==> src/rtl/mdp_pkg.sv <==
package mdp_pkg;
    localparam int LANES   = 4;
    localparam int BPL     = 4;
    localparam int BYTE_W  = 8;
    localparam int ACC_W   = 32;
    localparam int VEC_W   = LANES * BPL * BYTE_W;
    localparam int PROD_W  = 2 * BYTE_W + 1;
    localparam int SUM_W   = PROD_W + $clog2(BPL);
    localparam int IDX_W   = $clog2(LANES);
    localparam int SUM_MIN = -(BPL * ((1 << BYTE_W) - 1) * (1 << (BYTE_W - 1)));
    localparam int SUM_MAX = BPL * ((1 << BYTE_W) - 1) * ((1 << (BYTE_W - 1)) - 1);

    typedef struct packed {
        logic                   vld;
        logic                   wide;
        logic [LANES*ACC_W-1:0] acc;
        logic [LANES*SUM_W-1:0] sums;
    } stage1_t;

    typedef struct packed {
        logic                   vld;
        logic [LANES*ACC_W-1:0] res;
    } stage2_t;

    typedef struct packed {
        stage1_t s1;
        stage2_t s2;
    } pipe_t;
endpackage

==> src/rtl/mdp_lane_sum.sv <==
module mdp_lane_sum #(
    parameter int BPL    = 4,
    parameter int BYTE_W = 8,
    parameter int SUM_W  = 19
) (
    input  logic [BPL*BYTE_W-1:0] u_bytes,
    input  logic [BPL*BYTE_W-1:0] s_bytes,
    output logic signed [SUM_W-1:0] sum
);
    localparam int PROD_W = 2 * BYTE_W + 1;

    logic signed [PROD_W-1:0] uext;
    logic signed [PROD_W-1:0] sext;
    logic signed [PROD_W-1:0] prod;

    // zero-extend the unsigned byte, sign-extend the signed one, then multiply
    always_comb begin
        sum  = '0;
        uext = '0;
        sext = '0;
        prod = '0;
        for (int b = 0; b < BPL; b++) begin
            uext = PROD_W'(u_bytes[b*BYTE_W +: BYTE_W]);
            sext = PROD_W'($signed(s_bytes[b*BYTE_W +: BYTE_W]));
            prod = uext * sext;
            sum  = sum + SUM_W'(prod);
        end
    end
endmodule

==> src/rtl/mdp_grp_sel.sv <==
module mdp_grp_sel #(
    parameter int LANES = 4,
    parameter int GRP_W = 32,
    parameter int IDX_W = 2
) (
    input  logic [LANES*GRP_W-1:0] src,
    input  logic                   indexed,
    input  logic [IDX_W-1:0]       idx,
    output logic [LANES*GRP_W-1:0] grp
);
    logic [GRP_W-1:0] bcast;
    assign bcast = src[idx*GRP_W +: GRP_W];

    for (genvar e = 0; e < LANES; e++) begin : g_lane
        assign grp[e*GRP_W +: GRP_W] = indexed ? bcast : src[e*GRP_W +: GRP_W];
    end
endmodule

==> src/rtl/mixed_dot_acc.sv <==
module mixed_dot_acc
    import mdp_pkg::*;
(
    input  logic              clk,
    input  logic              rst,
    input  logic              in_valid,
    output logic              in_ready,
    input  logic              wide,
    input  logic              indexed,
    input  logic [IDX_W-1:0]  grp_sel,
    input  logic [VEC_W-1:0]  src_u,
    input  logic [VEC_W-1:0]  src_s,
    input  logic [VEC_W-1:0]  acc_in,
    output logic              out_valid,
    input  logic              out_ready,
    output logic [VEC_W-1:0]  result
);
    localparam int GRP_W  = BPL * BYTE_W;
    localparam int HALF_L = LANES / 2;

    pipe_t pipe_d, pipe_q;
    logic  adv;
    logic [VEC_W-1:0]       s_grp;
    logic [LANES*SUM_W-1:0] lane_sums;

    mdp_grp_sel #(.LANES(LANES), .GRP_W(GRP_W), .IDX_W(IDX_W)) u_sel (
        .src     (src_s),
        .indexed (indexed),
        .idx     (grp_sel),
        .grp     (s_grp)
    );

    for (genvar e = 0; e < LANES; e++) begin : g_sum
        mdp_lane_sum #(.BPL(BPL), .BYTE_W(BYTE_W), .SUM_W(SUM_W)) u_sum (
            .u_bytes (src_u[e*GRP_W +: GRP_W]),
            .s_bytes (s_grp[e*GRP_W +: GRP_W]),
            .sum     (lane_sums[e*SUM_W +: SUM_W])
        );
    end

    always_comb begin
        adv    = !pipe_q.s2.vld || out_ready;
        pipe_d = pipe_q;
        if (adv) begin
            pipe_d.s1.vld  = in_valid;
            pipe_d.s1.wide = wide;
            pipe_d.s1.acc  = acc_in;
            pipe_d.s1.sums = lane_sums;
            pipe_d.s2.vld  = pipe_q.s1.vld;
            for (int e = 0; e < LANES; e++) begin
                if (pipe_q.s1.wide || e < HALF_L) begin
                    pipe_d.s2.res[e*ACC_W +: ACC_W] = pipe_q.s1.acc[e*ACC_W +: ACC_W]
                        + ACC_W'($signed(pipe_q.s1.sums[e*SUM_W +: SUM_W]));
                end else begin
                    pipe_d.s2.res[e*ACC_W +: ACC_W] = '0;
                end
            end
        end
    end

    always_ff @(posedge clk) begin
        if (rst) pipe_q <= '0;
        else     pipe_q <= pipe_d;
    end

    assign in_ready  = adv;
    assign out_valid = pipe_q.s2.vld;
    assign result    = pipe_q.s2.res;

    AST_STALL_HOLD: assert property (@(posedge clk) disable iff (rst)
        out_valid && !out_ready |=> out_valid && $stable(result));
    AST_READY_RULE: assert property (@(posedge clk) disable iff (rst)
        !out_valid |-> in_ready);
    AST_ISSUE_FLOW: assert property (@(posedge clk) disable iff (rst)
        in_valid && in_ready |=> pipe_q.s1.vld);
    AST_RESET_CLEAR: assert property (@(posedge clk)
        rst |=> !out_valid);

    for (genvar e = 0; e < LANES; e++) begin : g_chk
        AST_SUM_RANGE: assert property (@(posedge clk) disable iff (rst)
            pipe_q.s1.vld |-> ($signed(pipe_q.s1.sums[e*SUM_W +: SUM_W]) >= SUM_MIN
                            && $signed(pipe_q.s1.sums[e*SUM_W +: SUM_W]) <= SUM_MAX));
    end
endmodule

==> config.mk <==
export PLATFORM = sky130hd
export DESIGN_NAME = mixed_dot_acc
export DESIGN_NICKNAME = d
export VERILOG_FILES = /design/src/rtl/mdp_pkg.sv /design/src/rtl/mdp_lane_sum.sv /design/src/rtl/mdp_grp_sel.sv /design/src/rtl/mixed_dot_acc.sv
export SDC_FILE = /design/constraint.sdc
export NUM_CORES = 2
export LEC_CHECK = 0
export BUFFER_PORTS_ARGS = -buffer_cell sky130_fd_sc_hd__clkbuf_2
export CAP_MARGIN = 10
export CELL_PAD_IN_SITES_DETAIL_PLACEMENT = 1
export CELL_PAD_IN_SITES_GLOBAL_PLACEMENT = 2
export CORE_MARGIN = 2
export CORE_UTILIZATION = 39
export DETAILED_ROUTE_END_ITERATION = 10
export PLACE_DENSITY_LB_ADDON = 0.2
export SYNTH_ARGS = -nofsm -noshare
export SYNTH_HDL_FRONTEND = slang
export SYNTH_SLANG_ARGS = --single-unit
==> constraint.sdc <==
create_clock -name clk -period 13.37 [get_ports clk]
set_clock_uncertainty 0.05 [all_clocks]
set_input_delay 4.011 -clock clk [delete_from_list [all_inputs] [get_ports clk]]
set_output_delay 4.011 -clock clk [all_outputs]
set_load 0.03 [all_outputs]
==> out/qor.csv <==
stage,metric,value,unit
worst_hold_path,HP Class,flop to flop,
logic_synthesis,top cells by instance count after synthesis,"inv_1, fa_1, ha_1",
detailed_routing,vias per inst,4.95,
placement,post-DP HPWL,168000,µm
clock_network,Clock Path Buffers,3,
detailed_routing,max layer used,met5,
worst_setup_path,R2R Path End,pipe_q[194],
detailed_routing,final WL,193000,µm
logic_synthesis,"Primary FF master, synth",dfxtp_1,
clock_network,Post-CTS Resized,0,
die,chip height,392,µm
worst_hold_path,Worst Hold Depth,2,
logic_synthesis,cell count after synthesis,6702,
layout,Area Overhead vs Synth,9.91,%
worst_setup_path,Critical Path End,pipe_q[185],
logic_synthesis,Mapped Nets,8770,
logic_synthesis,syn_area_per_cell,8.78,µm²
worst_setup_path,Crit path required time,13.79,ns
sta,Max-slew headroom,20.6,%
detailed_routing,DRC,0,
detailed_routing,metal1 wirelength,89100,µm
sta,worst-margin pin slew,1.18,ns
detailed_routing,Final ANT Viol Nets,0,
logic_synthesis,Area contributors post-synth,"fa_1, ha_1, dfxtp_1, inv_1, nor2b_1",
sta,period utilisation layout,90.6,%
die,num ports,522,
detailed_routing,vias,45300,
sta,Setup Viol. Count Final,0,
logic_synthesis,adder-cell share of the synthesized area,47.7,%
clock_network,Root Driver,clkbuf_16,
run,max cap viols,0,
die,Initial Util,39.3,%
logic_synthesis,sequential element share of the synthesized area,11.4,%
sta,Final Max Slew Viols,0,
worst_setup_path,Crit Path Max Fanout,13,
detailed_routing,met3 routed wirelength,7630,µm
clock_network,CTS Buf Count,37,
placement,Port Buffers,521,
logic_synthesis,Synth top area share,32.3,%
clock_network,CTS tree,yes,
detailed_routing,met2 wire len,90500,µm
clock_network,H-tree depth,2,
worst_setup_path,Critical Path Start,grp_sel[0],
detailed_routing,Wirelength per Cell,21.0,µm
sta,min Tclk post-route,12.11,ns
logic_synthesis,most area-hungry cell type in the Yosys netlist,fa_1,
logic_synthesis,cell with the most instances after synthesis,inv_1,
global_route,first-pass GRT wire length,296000,µm
clock_network,clock slew at reported path FFs,0.08,ns
detailed_routing,1st-pass router iterations,5,
logic_synthesis,post-synthesis xor/xnor area fraction,2.61,%
sta,Setup TNS,0,ns
placement,gp weighted congestion,0.910,
worst_setup_path,CP startpoint kind,input port,
worst_setup_path,R2R cell count,8,
worst_setup_path,flop2flop setup slack,9.34,ns
logic_synthesis,yosys synthesis warning count,0,
worst_setup_path,CP endpoint kind,flop,
die,total die area,154000,µm²
global_route,largest net degree at the start of global routing,178,
logic_synthesis,Netlist cell types,74,
detailed_routing,initial drt markers,1938,
worst_setup_path,worst setup path class,input port to flop,
clock_network,hold buffer count at CTS,0,
clock_network,clock latency on the worst-skew pair,0.57,ns
status,status,completed,
clock_network,post-CTS setup buffer count,0,
worst_setup_path,FF-to-FF Start,out_valid,
global_route,GR Overflow Total,0,
clock_network,# clock sinks,335,
layout,layout cells sized above 1,11.1,%
die,cell row count,142,
logic_synthesis,largest family of logic cells by synthesized area,adder cells,
layout,"Core Util, Final",43.2,%
die,die width,392,µm
sta,f_max,0.0826,GHz
worst_setup_path,CP arrival,12.53,ns
die,core area,150000,µm²
global_route,GR Util All Layers,25.2,%
logic_synthesis,Mapped Area,58800,µm²
sta,RSZ-0062 raised after global routing,false,
global_route,number of global-route vias before repair,49600,
global_route,initial antenna violation count,30,
layout,Layout Nets,9158,
logic_synthesis,simple-gate share of the synthesized area,16.3,%
logic_synthesis,post-synthesis sequential element count,335,
logic_synthesis,post-synthesis mux area share,1.29,%
sta,Hold Fails Final Rpt,0,
logic_synthesis,compound-gate portion of the synthesized area,9.01,%
logic_synthesis,"EDFF count, synth",0,
logic_synthesis,Async SR Flop Fraction,0,%
metal layers:
| layer | track usage [%] | vias to the layer above |
|---|---|---|
| met5 | 0 | - |
| met2 | 42.4 | 814 |
| li1 | - | 21400 |
| met3 | 2.34 | 173 |
| met1 | 34.7 | 23000 |
| met4 | 6.61 | 16 |
flip-flops by register name, summed over array words and instances, names as in the netlist:
name	cells
pipe_q	206
result	128
out_valid	1
critical path: stages:
cell      delay [ns]
clkbuf_2        0.47
buf_4           0.27
mux4_2          0.50
and2_1          0.21
a21oi_1         0.61
nor2b_1         0.17
fa_1            0.57
inv_1           0.05
fa_1            0.51
fa_1            0.56
inv_1           0.06
fa_1            0.48
fa_1            0.47
fa_1            0.51
fa_1            0.51
inv_1           0.05
fa_1            0.49
inv_1           0.06
ha_1            0.33
a21o_1          0.19
a21oi_1         0.24
o21ai_0         0.14
a211oi_1        0.36
o21bai_1        0.10
a21oi_1         0.26
mux2i_1         0.11
a32o_1          0.22
placed cells by master (no fill, tap or decap), drive strengths merged, types with 32 or more instances in the layout:
master and count:
inv 1423, fa 948, ha 728, nand2 700
clkbuf 565, nor2b 445, a21oi 444, dfxtp 335
and2 252, nor2 197, nand2b 134, o21ai 127
a21o 115, xnor2 111, buf 100, xor2 64
or2 53, nand3 35, mux4 32, nor3 32
cell families after synthesis:
logic type | count (synthesis)
AO/OA/AOI/OAI | 885
XOR/XNOR | 175
buffers and inverters | 1692
AND/OR/NAND/NOR | 1903
multiplexers | 36
flip-flops | 335
adder cells (fa/ha/maj) | 1676
area by class of cell:
| type | count | area [µm²] |
|---|---|---|
| flip-flops and latches | 335 | 6710 |
| fillers | 17800 | 85100 |
| multi-input cells | 4675 | 45300 |
| repair buffers | 620 | 3390 |
| well taps | 2016 | 2520 |
| diodes | 19 | 47.5 |
| clock buffers | 45 | 1020 |
| clock inverters | 23 | 330 |
| inverters | 1421 | 5340 |
how the worst min path moves through the flow:
stage / to / slack, ns / start
6_report: result[30] / 0.39 / result[30]
5_1_grt: result[26] / 0.43 / result[26]
4_1_cts: result[30] / 0.40 / result[30]
3_5_place_dp: result[30] / 0.39 / result[30]
3_3_place_gp: result[30] / 0.39 / result[30]
2_1_floorplan: result[86] / 0.37 / result[86]
per-stage QoR:
stage	instance area [µm²]	hold WS, ns	worst slack (ns)	std cells
after detailed placement	63300	0.390	0.606	9067
after CTS	64600	0.399	1.26	9135
after floorplan	58800	0.371	1.33	6702
after global placement	63300	0.389	0.792	9067
after global routing	64600	0.426	0.703	9144
final	64700	0.393	1.26	9154
Power is not shown: default switching activity piles up to over one toggle a cycle in this logic, so the estimate is an artifact.
